File: config.mk
export PLATFORM = sky130hd
export DESIGN_NAME = cfg_i2c_nvregs
export DESIGN_NICKNAME = d
export VERILOG_FILES = /design/src/rtl/cfgi2c_pkg.sv /design/src/rtl/i2c_line_sync.sv /design/src/rtl/i2c_tgt_engine.sv /design/src/rtl/cfg_regbank.sv /design/src/rtl/cfg_i2c_nvregs.sv
export SDC_FILE = /design/constraint.sdc
export NUM_CORES = 1
export LEC_CHECK = 0
export ABC_AREA = 1
export BUFFER_PORTS_ARGS = -buffer_cell sky130_fd_sc_hd__buf_4
export CORE_MARGIN = 2
export CORE_UTILIZATION = 50
export CTS_BUF_LIST = sky130_fd_sc_hd__clkbuf_4
export DETAILED_ROUTE_END_ITERATION = 10
export PLACE_DENSITY = 0.75
export SETUP_SLACK_MARGIN = 0.4
export SYNTH_ARGS = -nofsm -noshare
export SYNTH_HDL_FRONTEND = slang
export SYNTH_HIERARCHICAL = 1
export SYNTH_SLANG_ARGS = --single-unit
File: constraint.sdc
create_clock -name clk -period 9.8 [get_ports clk]
set_input_delay 0.98 -clock clk [delete_from_list [all_inputs] [get_ports clk]]
set_output_delay 0.98 -clock clk [all_outputs]
set_load 0.02 [all_outputs]
File: src/rtl/cfgi2c_pkg.sv
package cfgi2c_pkg;
   typedef logic [7:0] byte_t;

   localparam int    NUM_CFG      = 6;
   localparam byte_t CFG_BASE     = 8'hA0;
   localparam byte_t CTL_ADDR     = 8'hFF;
   localparam int    CTL_SRC_BIT  = 0;
   localparam int    CTL_SAVE_BIT = 7;
   localparam int    FIELD_BITS   = 14;

   typedef enum logic [3:0] {
      ST_IDLE, ST_ADDR, ST_HOLD, ST_AACK, ST_PTR,
      ST_PACK, ST_WDAT, ST_WACK, ST_RDAT, ST_RACK
   } tgt_state_e;

   // stored-bit mask per configuration slot
   function automatic byte_t cfg_mask(input int idx);
      case (idx)
         0:       return 8'h03;
         1:       return 8'h0F;
         2:       return 8'h07;
         3:       return 8'h03;
         4:       return 8'h03;
         default: return 8'h01;
      endcase
   endfunction

   // factory value per configuration slot
   function automatic byte_t cfg_factory(input int idx);
      case (idx)
         0:       return 8'h01;
         1:       return 8'h05;
         2:       return 8'h03;
         3:       return 8'h01;
         default: return 8'h00;
      endcase
   endfunction
endpackage

File: src/rtl/i2c_line_sync.sv
module i2c_line_sync #(
   parameter int STAGES = 2
) (
   input  logic clk,
   input  logic rst_n,
   input  logic scl_i,
   input  logic sda_i,
   output logic sda_s,
   output logic scl_rise,
   output logic scl_fall,
   output logic start_det,
   output logic stop_det
);
   localparam int TOP = STAGES - 1;

   logic [TOP:0] scl_q, sda_q;
   logic         scl_d, sda_d, scl_s;

   if (STAGES < 2) begin : g_bad_stages
      $error("i2c_line_sync needs at least two stages");
   end

   always_ff @(posedge clk or negedge rst_n) begin
      if (!rst_n) begin
         scl_q <= '1;
         sda_q <= '1;
         scl_d <= 1'b1;
         sda_d <= 1'b1;
      end else begin
         scl_q <= {scl_q[TOP-1:0], scl_i};
         sda_q <= {sda_q[TOP-1:0], sda_i};
         scl_d <= scl_q[TOP];
         sda_d <= sda_q[TOP];
      end
   end

   assign scl_s     = scl_q[TOP];
   assign sda_s     = sda_q[TOP];
   assign scl_rise  = scl_s & ~scl_d;
   assign scl_fall  = ~scl_s & scl_d;
   assign start_det = scl_s & scl_d & sda_d & ~sda_s;
   assign stop_det  = scl_s & scl_d & ~sda_d & sda_s;
endmodule

File: src/rtl/i2c_tgt_engine.sv
module i2c_tgt_engine
   import cfgi2c_pkg::*;
#(
   parameter logic [6:0] TGT_ADDR = 7'h2C
) (
   input  logic  clk,
   input  logic  rst_n,
   input  logic  sda_s,
   input  logic  scl_rise,
   input  logic  scl_fall,
   input  logic  start_det,
   input  logic  stop_det,
   input  logic  busy,
   input  byte_t rd_data,
   output byte_t ptr,
   output logic  wr_en,
   output byte_t wr_data,
   output logic  sda_pull,
   output logic  scl_pull
);
   tgt_state_e state;
   logic [3:0] cnt;
   byte_t      shreg, txbyte;
   logic       rw, nack;

   always_ff @(posedge clk or negedge rst_n) begin
      if (!rst_n) begin
         state <= ST_IDLE; cnt <= '0; shreg <= '0; txbyte <= '0;
         ptr <= '0; rw <= 1'b0; nack <= 1'b0; wr_en <= 1'b0;
         wr_data <= '0; sda_pull <= 1'b0; scl_pull <= 1'b0;
      end else begin
         wr_en <= 1'b0;
         if (start_det) begin
            state <= ST_ADDR; cnt <= '0; sda_pull <= 1'b0; scl_pull <= 1'b0;
         end else if (stop_det) begin
            state <= ST_IDLE; sda_pull <= 1'b0; scl_pull <= 1'b0;
         end else begin
            case (state)
               ST_ADDR, ST_PTR, ST_WDAT: begin
                  if (scl_rise) begin
                     shreg <= {shreg[6:0], sda_s};
                     cnt   <= cnt + 4'd1;
                  end else if (scl_fall && cnt == 4'd8) begin
                     cnt <= '0;
                     if (state == ST_ADDR) begin
                        if (shreg[7:1] == TGT_ADDR) begin
                           rw <= shreg[0];
                           if (busy) begin
                              scl_pull <= 1'b1; state <= ST_HOLD;
                           end else begin
                              sda_pull <= 1'b1; state <= ST_AACK;
                           end
                        end else begin
                           state <= ST_IDLE;
                        end
                     end else if (state == ST_PTR) begin
                        ptr <= shreg; sda_pull <= 1'b1; state <= ST_PACK;
                     end else begin
                        wr_en <= 1'b1; wr_data <= shreg;
                        sda_pull <= 1'b1; state <= ST_WACK;
                     end
                  end
               end
               ST_HOLD: if (!busy) begin
                  scl_pull <= 1'b0; sda_pull <= 1'b1; state <= ST_AACK;
               end
               ST_AACK: if (scl_fall) begin
                  cnt <= '0;
                  if (rw) begin
                     txbyte <= rd_data; sda_pull <= ~rd_data[7]; state <= ST_RDAT;
                  end else begin
                     sda_pull <= 1'b0; state <= ST_PTR;
                  end
               end
               ST_PACK: if (scl_fall) begin
                  sda_pull <= 1'b0; state <= ST_WDAT;
               end
               ST_WACK: if (scl_fall) begin
                  sda_pull <= 1'b0; ptr <= ptr + 8'd1; state <= ST_WDAT;
               end
               ST_RDAT: begin
                  if (scl_rise) begin
                     cnt <= cnt + 4'd1;
                  end else if (scl_fall) begin
                     if (cnt == 4'd8) begin
                        sda_pull <= 1'b0; ptr <= ptr + 8'd1; cnt <= '0; state <= ST_RACK;
                     end else begin
                        sda_pull <= ~txbyte[3'd7 - cnt[2:0]];
                     end
                  end
               end
               ST_RACK: begin
                  if (scl_rise) begin
                     nack <= sda_s;
                  end else if (scl_fall) begin
                     if (!nack) begin
                        txbyte <= rd_data; sda_pull <= ~rd_data[7]; state <= ST_RDAT;
                     end else begin
                        state <= ST_IDLE;
                     end
                  end
               end
               default: state <= ST_IDLE;
            endcase
         end
      end
   end

   // stretching may only begin while a save is running
   assert_stretch_busy_R8: assert property (@(posedge clk) disable iff (!rst_n)
      $rose(scl_pull) |-> busy);
   // stretching ends one cycle after the save window closes
   assert_stretch_end_R8: assert property (@(posedge clk) disable iff (!rst_n)
      (scl_pull && !busy && !start_det && !stop_det) |=> !scl_pull);
   // a foreign address byte never gets an acknowledge
   assert_foreign_noack_R1: assert property (@(posedge clk) disable iff (!rst_n)
      (state == ST_ADDR && scl_fall && cnt == 4'd8 && shreg[7:1] != TGT_ADDR
       && !start_det && !stop_det) |=> !sda_pull);
   // after a NACK in the read acknowledge slot, SDA stays released
   assert_nack_release_R9: assert property (@(posedge clk) disable iff (!rst_n)
      (state == ST_RACK && nack && scl_fall && !start_det && !stop_det) |=> !sda_pull);
endmodule

File: src/rtl/cfg_regbank.sv
module cfg_regbank
   import cfgi2c_pkg::*;
#(
   parameter int SAVE_CYCLES = 6_250_000
) (
   input  logic  clk,
   input  logic  rst_n,
   input  logic  por_n,
   input  logic  wr_en,
   input  byte_t addr,
   input  byte_t wr_data,
   input  logic  stop_det,
   output byte_t rd_data,
   output logic  busy,
   output logic [FIELD_BITS-1:0] fields_o
);
   localparam int CW = $clog2(SAVE_CYCLES + 1);

   logic [NUM_CFG-1:0][7:0] work, nv;
   logic          rd_src, save_req, reload, save_go;
   logic [CW-1:0] tmr;

   if (SAVE_CYCLES < 1) begin : g_bad_save
      $error("SAVE_CYCLES must be at least one");
   end

   assign save_go = stop_det & save_req & ~busy;

   always_ff @(posedge clk or negedge por_n) begin
      if (!por_n) begin
         for (int k = 0; k < NUM_CFG; k++) nv[k] <= cfg_factory(k);
      end else if (save_go) begin
         nv <= work;
      end
   end

   always_ff @(posedge clk or negedge rst_n) begin
      if (!rst_n) begin
         for (int k = 0; k < NUM_CFG; k++) work[k] <= cfg_factory(k);
         reload <= 1'b1; rd_src <= 1'b0; save_req <= 1'b0;
         busy <= 1'b0; tmr <= '0;
      end else begin
         reload <= 1'b0;
         if (reload) begin
            work <= nv;
         end else if (wr_en) begin
            for (int k = 0; k < NUM_CFG; k++)
               if (addr == CFG_BASE + 8'(k)) work[k] <= wr_data & cfg_mask(k);
            if (addr == CTL_ADDR) begin
               rd_src <= wr_data[CTL_SRC_BIT];
               if (!busy) save_req <= wr_data[CTL_SAVE_BIT];
            end
         end
         if (save_go) begin
            busy <= 1'b1;
            tmr  <= CW'(SAVE_CYCLES - 1);
         end else if (busy) begin
            if (tmr == '0) begin
               busy <= 1'b0; save_req <= 1'b0;
            end else begin
               tmr <= tmr - 1'b1;
            end
         end
      end
   end

   always_comb begin
      rd_data = '0;
      for (int k = 0; k < NUM_CFG; k++)
         if (addr == CFG_BASE + 8'(k)) rd_data = rd_src ? nv[k] : work[k];
      if (addr == CTL_ADDR) rd_data = {save_req, 6'b0, rd_src};
   end

   assign fields_o = {work[5][0], work[4][1:0], work[3][1:0],
                      work[2][2:0], work[1][3:0], work[0][1:0]};

   // shadow changes only when a save is launched
   assert_shadow_hold_R5: assert property (@(posedge clk) disable iff (!por_n || !rst_n)
      !save_go |=> $stable(nv));
   // a save window opens only right after a STOP
   assert_save_at_stop_R6: assert property (@(posedge clk) disable iff (!por_n || !rst_n)
      $rose(busy) |-> $past(stop_det));
   // the save request stays visible for the whole window
   assert_req_in_window_R6: assert property (@(posedge clk) disable iff (!por_n || !rst_n)
      busy |-> save_req);
endmodule

File: src/rtl/cfg_i2c_nvregs.sv
module cfg_i2c_nvregs
   import cfgi2c_pkg::*;
#(
   parameter logic [6:0] TGT_ADDR    = 7'h2C,
   parameter int         SAVE_CYCLES = 6_250_000,
   parameter int         SYNC_STAGES = 2
) (
   input  logic       clk,
   input  logic       rst_n,
   input  logic       por_n,
   input  logic       scl_i,
   input  logic       sda_i,
   output logic       scl_pull_o,
   output logic       sda_pull_o,
   output logic [1:0] dim_mode_o,
   output logic [3:0] sink_code_o,
   output logic [2:0] uvlo_code_o,
   output logic [1:0] fsw_code_o,
   output logic [1:0] slew_code_o,
   output logic       ilim_sd_o
);
   logic  run_rst_n, sda_s, scl_rise, scl_fall, start_det, stop_det;
   logic  wr_en, busy;
   byte_t ptr, wr_data, rd_data;
   logic [FIELD_BITS-1:0] fields;

   assign run_rst_n = rst_n & por_n;

   i2c_line_sync #(.STAGES(SYNC_STAGES)) u_sync (
      .clk(clk), .rst_n(run_rst_n), .scl_i(scl_i), .sda_i(sda_i),
      .sda_s(sda_s), .scl_rise(scl_rise), .scl_fall(scl_fall),
      .start_det(start_det), .stop_det(stop_det));

   i2c_tgt_engine #(.TGT_ADDR(TGT_ADDR)) u_engine (
      .clk(clk), .rst_n(run_rst_n), .sda_s(sda_s), .scl_rise(scl_rise),
      .scl_fall(scl_fall), .start_det(start_det), .stop_det(stop_det),
      .busy(busy), .rd_data(rd_data), .ptr(ptr), .wr_en(wr_en),
      .wr_data(wr_data), .sda_pull(sda_pull_o), .scl_pull(scl_pull_o));

   cfg_regbank #(.SAVE_CYCLES(SAVE_CYCLES)) u_bank (
      .clk(clk), .rst_n(run_rst_n), .por_n(por_n), .wr_en(wr_en),
      .addr(ptr), .wr_data(wr_data), .stop_det(stop_det),
      .rd_data(rd_data), .busy(busy), .fields_o(fields));

   assign {ilim_sd_o, slew_code_o, fsw_code_o, uvlo_code_o, sink_code_o, dim_mode_o} = fields;
endmodule

==> run_results.csv, run 1 <==
group,metric,value,unit
final_layout,layout.cells.non_filler,1464,
hold_path,hold_path.class,"flip-flop to flip-flop",
worst_setup_path,crit_type,"flip-flop to flip-flop",
sta,tns,0,ps
sta,max_freq,376,MHz
sta,max_slew_margin,0.246,
place,gp_congestion,0.907,
pwr,seqPwrFrac,0.592,
global_routing,grt_pass1_wl,36.3,mm
sta,setup_viol,0,
clock_tree,post_cts_buffers,0,
sta,drv_slew,0,
place,place_hpwl,15.0,mm
clock_tree,cts_resized,0,
pwr,p_switching,314,uW
yosys,syn_area,9400,um^2
sta,skew,19.3,ps
floorplanning,num_rows,50,
pwr,cellPowerDensity,124,nW/um^2
clock_tree,clk_latency,580,ps
clock_tree,cts_made_buffers,17,
global_routing,antenna_found_initial,1,
sta,whs,367,ps
detailed_routing,routed_wl,21.6,mm
outcome,outcome,"finished clean",
pwr,p_int,916,uW
clock_tree,clk_path_buf_depth,2,
clock_tree,hold_buffers,0,
pwr,leakagePower,4.57,nW
floorplanning,fp.dieH,141,um
clock_tree,cts.clk_slew.worst_paths,140,ps
pwr,swShare,0.255,
sta,setup_slack,7140,ps
detailed_routing,avgRoutedWirePerCell,14.7,um
floorplanning,initial_core_util,0.506,
clock_tree,cts_tree,"done",
detailed_routing,vias,7877,
global_routing,grt_max_degree,73,
place,place_area,9580,um^2
clock_tree,cts_max_level,4,
final_layout,post-route-util,0.533,
worst_setup_path,critPathCaptureType,"flip-flop",
sta,worst_pin_slew,1130,ps
sta,hold_violations,0,
sta,fin_crit,2660,ps
yosys,yosysWarnings,6,
detailed_routing,drt-initial-drc-count,659,
global_routing,first_global_vias,7394,
pwr,pwr-share-clk,0.352,
detailed_routing,postRouteAntennaNets,0,
detailed_routing,routed_via_density,5.38,
worst_setup_path,critPathRequiredTime,10320,ps
final_layout,drive_gt1_frac,0.123,
yosys,syn_nets,1233,
clock_tree,numClockSinks,171,
floorplanning,io_pins,21,
global_routing,grt_usage,0.226,
worst_setup_path,cp.arrival,3180,ps
final_layout,nFillCells,1720,
final_layout,stdcell_area,9890,um^2
clock_tree,cts-root-buf,"clkbuf_4",
floorplanning,fp.coreArea,18600,um^2
floorplanning,die_w,141,um
detailed_routing,dr.pass1.iters,5,
pwr,p_comb_frac,0.057,
floorplanning,die_area,19900,um^2
place,dpl_worst_slack,6420,ps
worst_setup_path,worstPathMaxFanout,68,
final_layout,areaGrowthSynthToFinish,5.29,%
pwr,power,1.23,mW
worst_setup_path,critPathLaunchType,"flip-flop",
yosys,syn_area_per_cell,7.68,um^2
place,dp.cells,1431,
place,numPortBuffers,20,
detailed_routing,remaining_drc_errors,0,
global_routing,grt_overflow_total,0,
flow_run,drv_cap,0,
yosys,synth_cells,1224,
pwr,ir_drop,0.0829,mV
sta,finalCritPeriodShare,0.272,
final_layout,nets,1225,
sta,rsz0062_at_grt,"false",
## final cells by class
type,instances,area (um^2),share of cell area
antenna,1,2.50,0.000253
clock buffer,19,143,0.0144
clock inverter,13,166,0.0168
inverter,173,654,0.0661
multi-input combinational,830,4160,0.420
sequential,171,4300,0.435
tap,234,293,0.0296
timing repair buffer,23,173,0.0175
## path summary, 6_finish.rpt
kind,startpoint,to,slack [ps],depth (start not counted)
max,u_bank/rd_src,u_engine/sda_pull,7140,13
min,u_sync/sda_q[0],u_sync/sda_q[1],370,0
max reg2reg,u_bank/rd_src,u_engine/sda_pull,7140,13
max in group asynchronous,por_n,u_bank/rd_src,7180,4
min in group asynchronous,por_n,u_bank/nv[28],410,1
min reg2reg,u_sync/sda_q[0],u_sync/sda_q[1],370,0
## power groups by stage
stage | Sequential [mW] | Clock [mW] | Combinational, mW
floorplan | 0.738 | 0 | 0.0467
global placement | 0.740 | 0 | 0.0693
detailed placement | 0.741 | 0 | 0.0705
CTS | 0.728 | 0.446 | 0.0706
global route | 0.730 | 0.473 | 0.0795
finish | 0.728 | 0.433 | 0.0698
## critical path, stage by stage (launching register included)
cell      delay, ps
dfrtp_2         360
buf_4           490
inv_1           610
nor2_1          230
a211oi_1         70
nor2_1          130
nand4_1         140
inv_1           140
nand2_1          60
nand3_1          80
nor2_1           50
nor2_1           90
nand2_1          60
nand2_1          50
## per-layer routing
| layer | vias to the layer above | track usage | part of all wire | wire length [um] |
|---|---|---|---|---|
| met4 | 0 | 0.0679 | 0.016 | 340 |
| met1 | 3732 | 0.318 | 0.48 | 10300 |
| li1 | 3927 | - | - | - |
| met2 | 184 | 0.358 | 0.46 | 9990 |
| met5 | - | 0 | 0 | 0 |
| met3 | 34 | 0.0414 | 0.045 | 973 |
## sequential cells by signal, indices dropped and copies added, names as in the netlist, 4 cells and up
name	flops
u_bank/nv	48
u_bank/work	34
u_bank/tmr	23
u_bank/fields_o	14
u_engine/ptr	8
u_engine/shreg	8
u_engine/txbyte	8
u_engine/wr_data	5
u_engine/cnt	4
u_engine/state	4
## layout by cell type (no fill, tap or decap), drive strengths merged, types with 5 or more instances in the layout
cell	n
dfstp	19
o211ai	18
nor2	105
clkbuf	19
nand4	21
o22ai	21
dfrtp	152
buf	23
nand3	71
inv	173
a21oi	23
clkinv	5
xnor2	6
o21ai	181
nand2	335
nor3	14
o31ai	5
clkinvlp	5
xor2	11
No activity file was read; power rests on OpenSTA's default activity.
==> inputs of run 2 (changes only) <==
- ABC_AREA: 1 -> 0
- PLACE_DENSITY: 0.75 -> 0.78
- clock period: 9.8 -> 2.2 ns (I/O delays scaled with it)
==> run_results.csv, run 2 <==
group,metric,value,unit
outcome,outcome,"finished with violations",
outcome,violations,"negative setup slack",
floorplanning,die_area,18800,um^2
detailed_routing,drt-initial-drc-count,1158,
hold_path,hold_path.class,"input port to async pin",
final_layout,nets,1081,
place,place_hpwl,14.8,mm
final_layout,post-route-util,0.689,
final_layout,layout_commonest_cell,"nand2_1",
yosys,syn_area_per_cell,9.47,um^2
floorplanning,io_pins,21,
yosys,syn_area,8880,um^2
sta,whs,230,ps
detailed_routing,postRouteAntennaNets,0,
final_layout,drive_gt1_frac,0.431,
yosys,synth_cells,938,
clock_tree,cts_max_level,4,
sta,drv_slew,0,
detailed_routing,routed_via_density,6.60,
detailed_routing,routed_wl,30.6,mm
flow_run,drv_cap,0,
sta,finalCritPeriodShare,1.03,
place,numPortBuffers,20,
global_routing,grt_overflow_total,0,
global_routing,antenna_found_initial,1,
global_routing,first_global_vias,7558,
pwr,ir_drop,0.355,mV
pwr,cellPowerDensity,471,nW/um^2
worst_setup_path,worstPathMaxFanout,5,
final_layout,final_cell_mix,"nand2_1, dfrtp_1, buf_4",
global_routing,grt_usage,0.270,
final_layout,top_register,"u_bank/nv",
sta,fin_crit,2260,ps
worst_setup_path,crit_type,"flip-flop to flip-flop",
final_layout,seqCellArea,4320,um^2
worst_setup_path,r2r-start,"u_engine/ptr[7]",
clock_tree,cts_tree,"done",
floorplanning,initial_core_util,0.512,
floorplanning,fp.coreArea,17400,um^2
floorplanning,die_w,137,um
clock_tree,clk_latency,610,ps
detailed_routing,avgRoutedWirePerCell,23.3,um
sta,rsz0062_at_grt,"true",
yosys,syn_nets,947,
floorplanning,num_rows,48,
worst_setup_path,crit_start,"u_engine/ptr[7]",
worst_setup_path,critPathLaunchType,"flip-flop",
worst_setup_path,critPathRequiredTime,2700,ps
sta,worst_pin_slew,701,ps
floorplanning,fp.dieH,137,um
sta,max_freq,442,MHz
sta,skew,30.9,ps
clock_tree,cts.clk_slew.worst_paths,160,ps
sta,setup_viol,1,
place,gp_congestion,0.935,
worst_setup_path,critPathCaptureType,"flip-flop",
final_layout,multi_input_area,5270,um^2
sta,hold_violations,0,
sta,setup_slack,-62.7,ps
sta,max_slew_margin,0.532,
worst_setup_path,cp.arrival,2760,ps
pwr,power,5.64,mW
clock_tree,cts_made_buffers,17,
final_layout,top_regs,"u_bank/nv (48), u_bank/work (34), u_bank/tmr (23)",
pwr,leakagePower,5.71,nW
final_layout,nFillCells,1053,
final_layout,largest_reg_flops,48,
detailed_routing,vias,8653,
global_routing,grt_max_degree,62,
clock_tree,clk_path_buf_depth,2,
clock_tree,cts-root-buf,"clkbuf_4",
detailed_routing,remaining_drc_errors,0,
clock_tree,numClockSinks,171,
yosys,yosysWarnings,6,
detailed_routing,dr.pass1.iters,8,
final_layout,areaGrowthSynthToFinish,34.6,%
global_routing,grt_pass1_wl,39.3,mm
==> run 2: power by group <==
group | switching (mW) | leakage [nW] | internal (mW)
clock network | 1.20 | 0.171 | 0.939
registers | 0.0239 | 2.28 | 3.17
logic | 0.195 | 3.25 | 0.110
total | 1.42 | 5.71 | 4.22
==> run 2: area by class of cell <==
| cell class | instances | area share |
|---|---|---|
| Clock buffer | 19 | 0.0119 |
| Antenna cell | 1 | 0.000209 |
| Tap cell | 225 | 0.0236 |
| Sequential cell | 171 | 0.361 |
| Clock inverter | 13 | 0.0158 |
| Timing Repair Buffer | 174 | 0.140 |
| Multi-Input combinational cell | 690 | 0.441 |
| Inverter | 18 | 0.00618 |
==> run 2: metal layers <==
metal,wire length [um],track usage
met1,11400,0.378
met2,14300,0.422
met3,3150,0.0541
met4,1760,0.0905
met5,0,0
==> run 2: critical path, stage by stage (launching register included) <==
cell	delay [ps]
dfrtp_1	480
and2_0	330
nand2_1	150
nor2_1	190
o211ai_1	170
a21oi_2	300
nand4b_1	190
a21oi_2	70
o32a_1	280
==> run 2: what timing repair did <==
action / in CTS / in global routing
resized for setup: 112 / 193
setup endpoints to repair: 134 / 135
pin swaps: 38 / 122
gates cloned: 3 / 7
hold endpoints to repair: 75 / 0
buffers inserted: 57 / 25
hold buffers: 4 / 0
==> run 2: worst paths after layout <==
check	slack [ps]	cells past startpoint	to
max in group asynchronous	1220	4	u_sync/sda_d
max reg2reg	-60	8	u_engine/sda_pull
min in group clk	280	2	u_sync/sda_q[0]
min reg2reg	360	0	u_sync/sda_q[1]
max	-60	8	u_engine/sda_pull
min	230	3	u_bank/work[39]
==> run 2: metrics by stage <==
step           cell area (um^2)  setup TNS, ps  setup slack (ps)  cells
2_1_floorplan              9000              0               105    938
3_3_place_gp               9580              0              66.5   1182
3_5_place_dp               9580              0              62.3   1182
4_1_cts                   10900              0               196   1278
5_1_grt                   12000           -211              -171   1311
6_report                  12000          -62.7             -62.7   1311
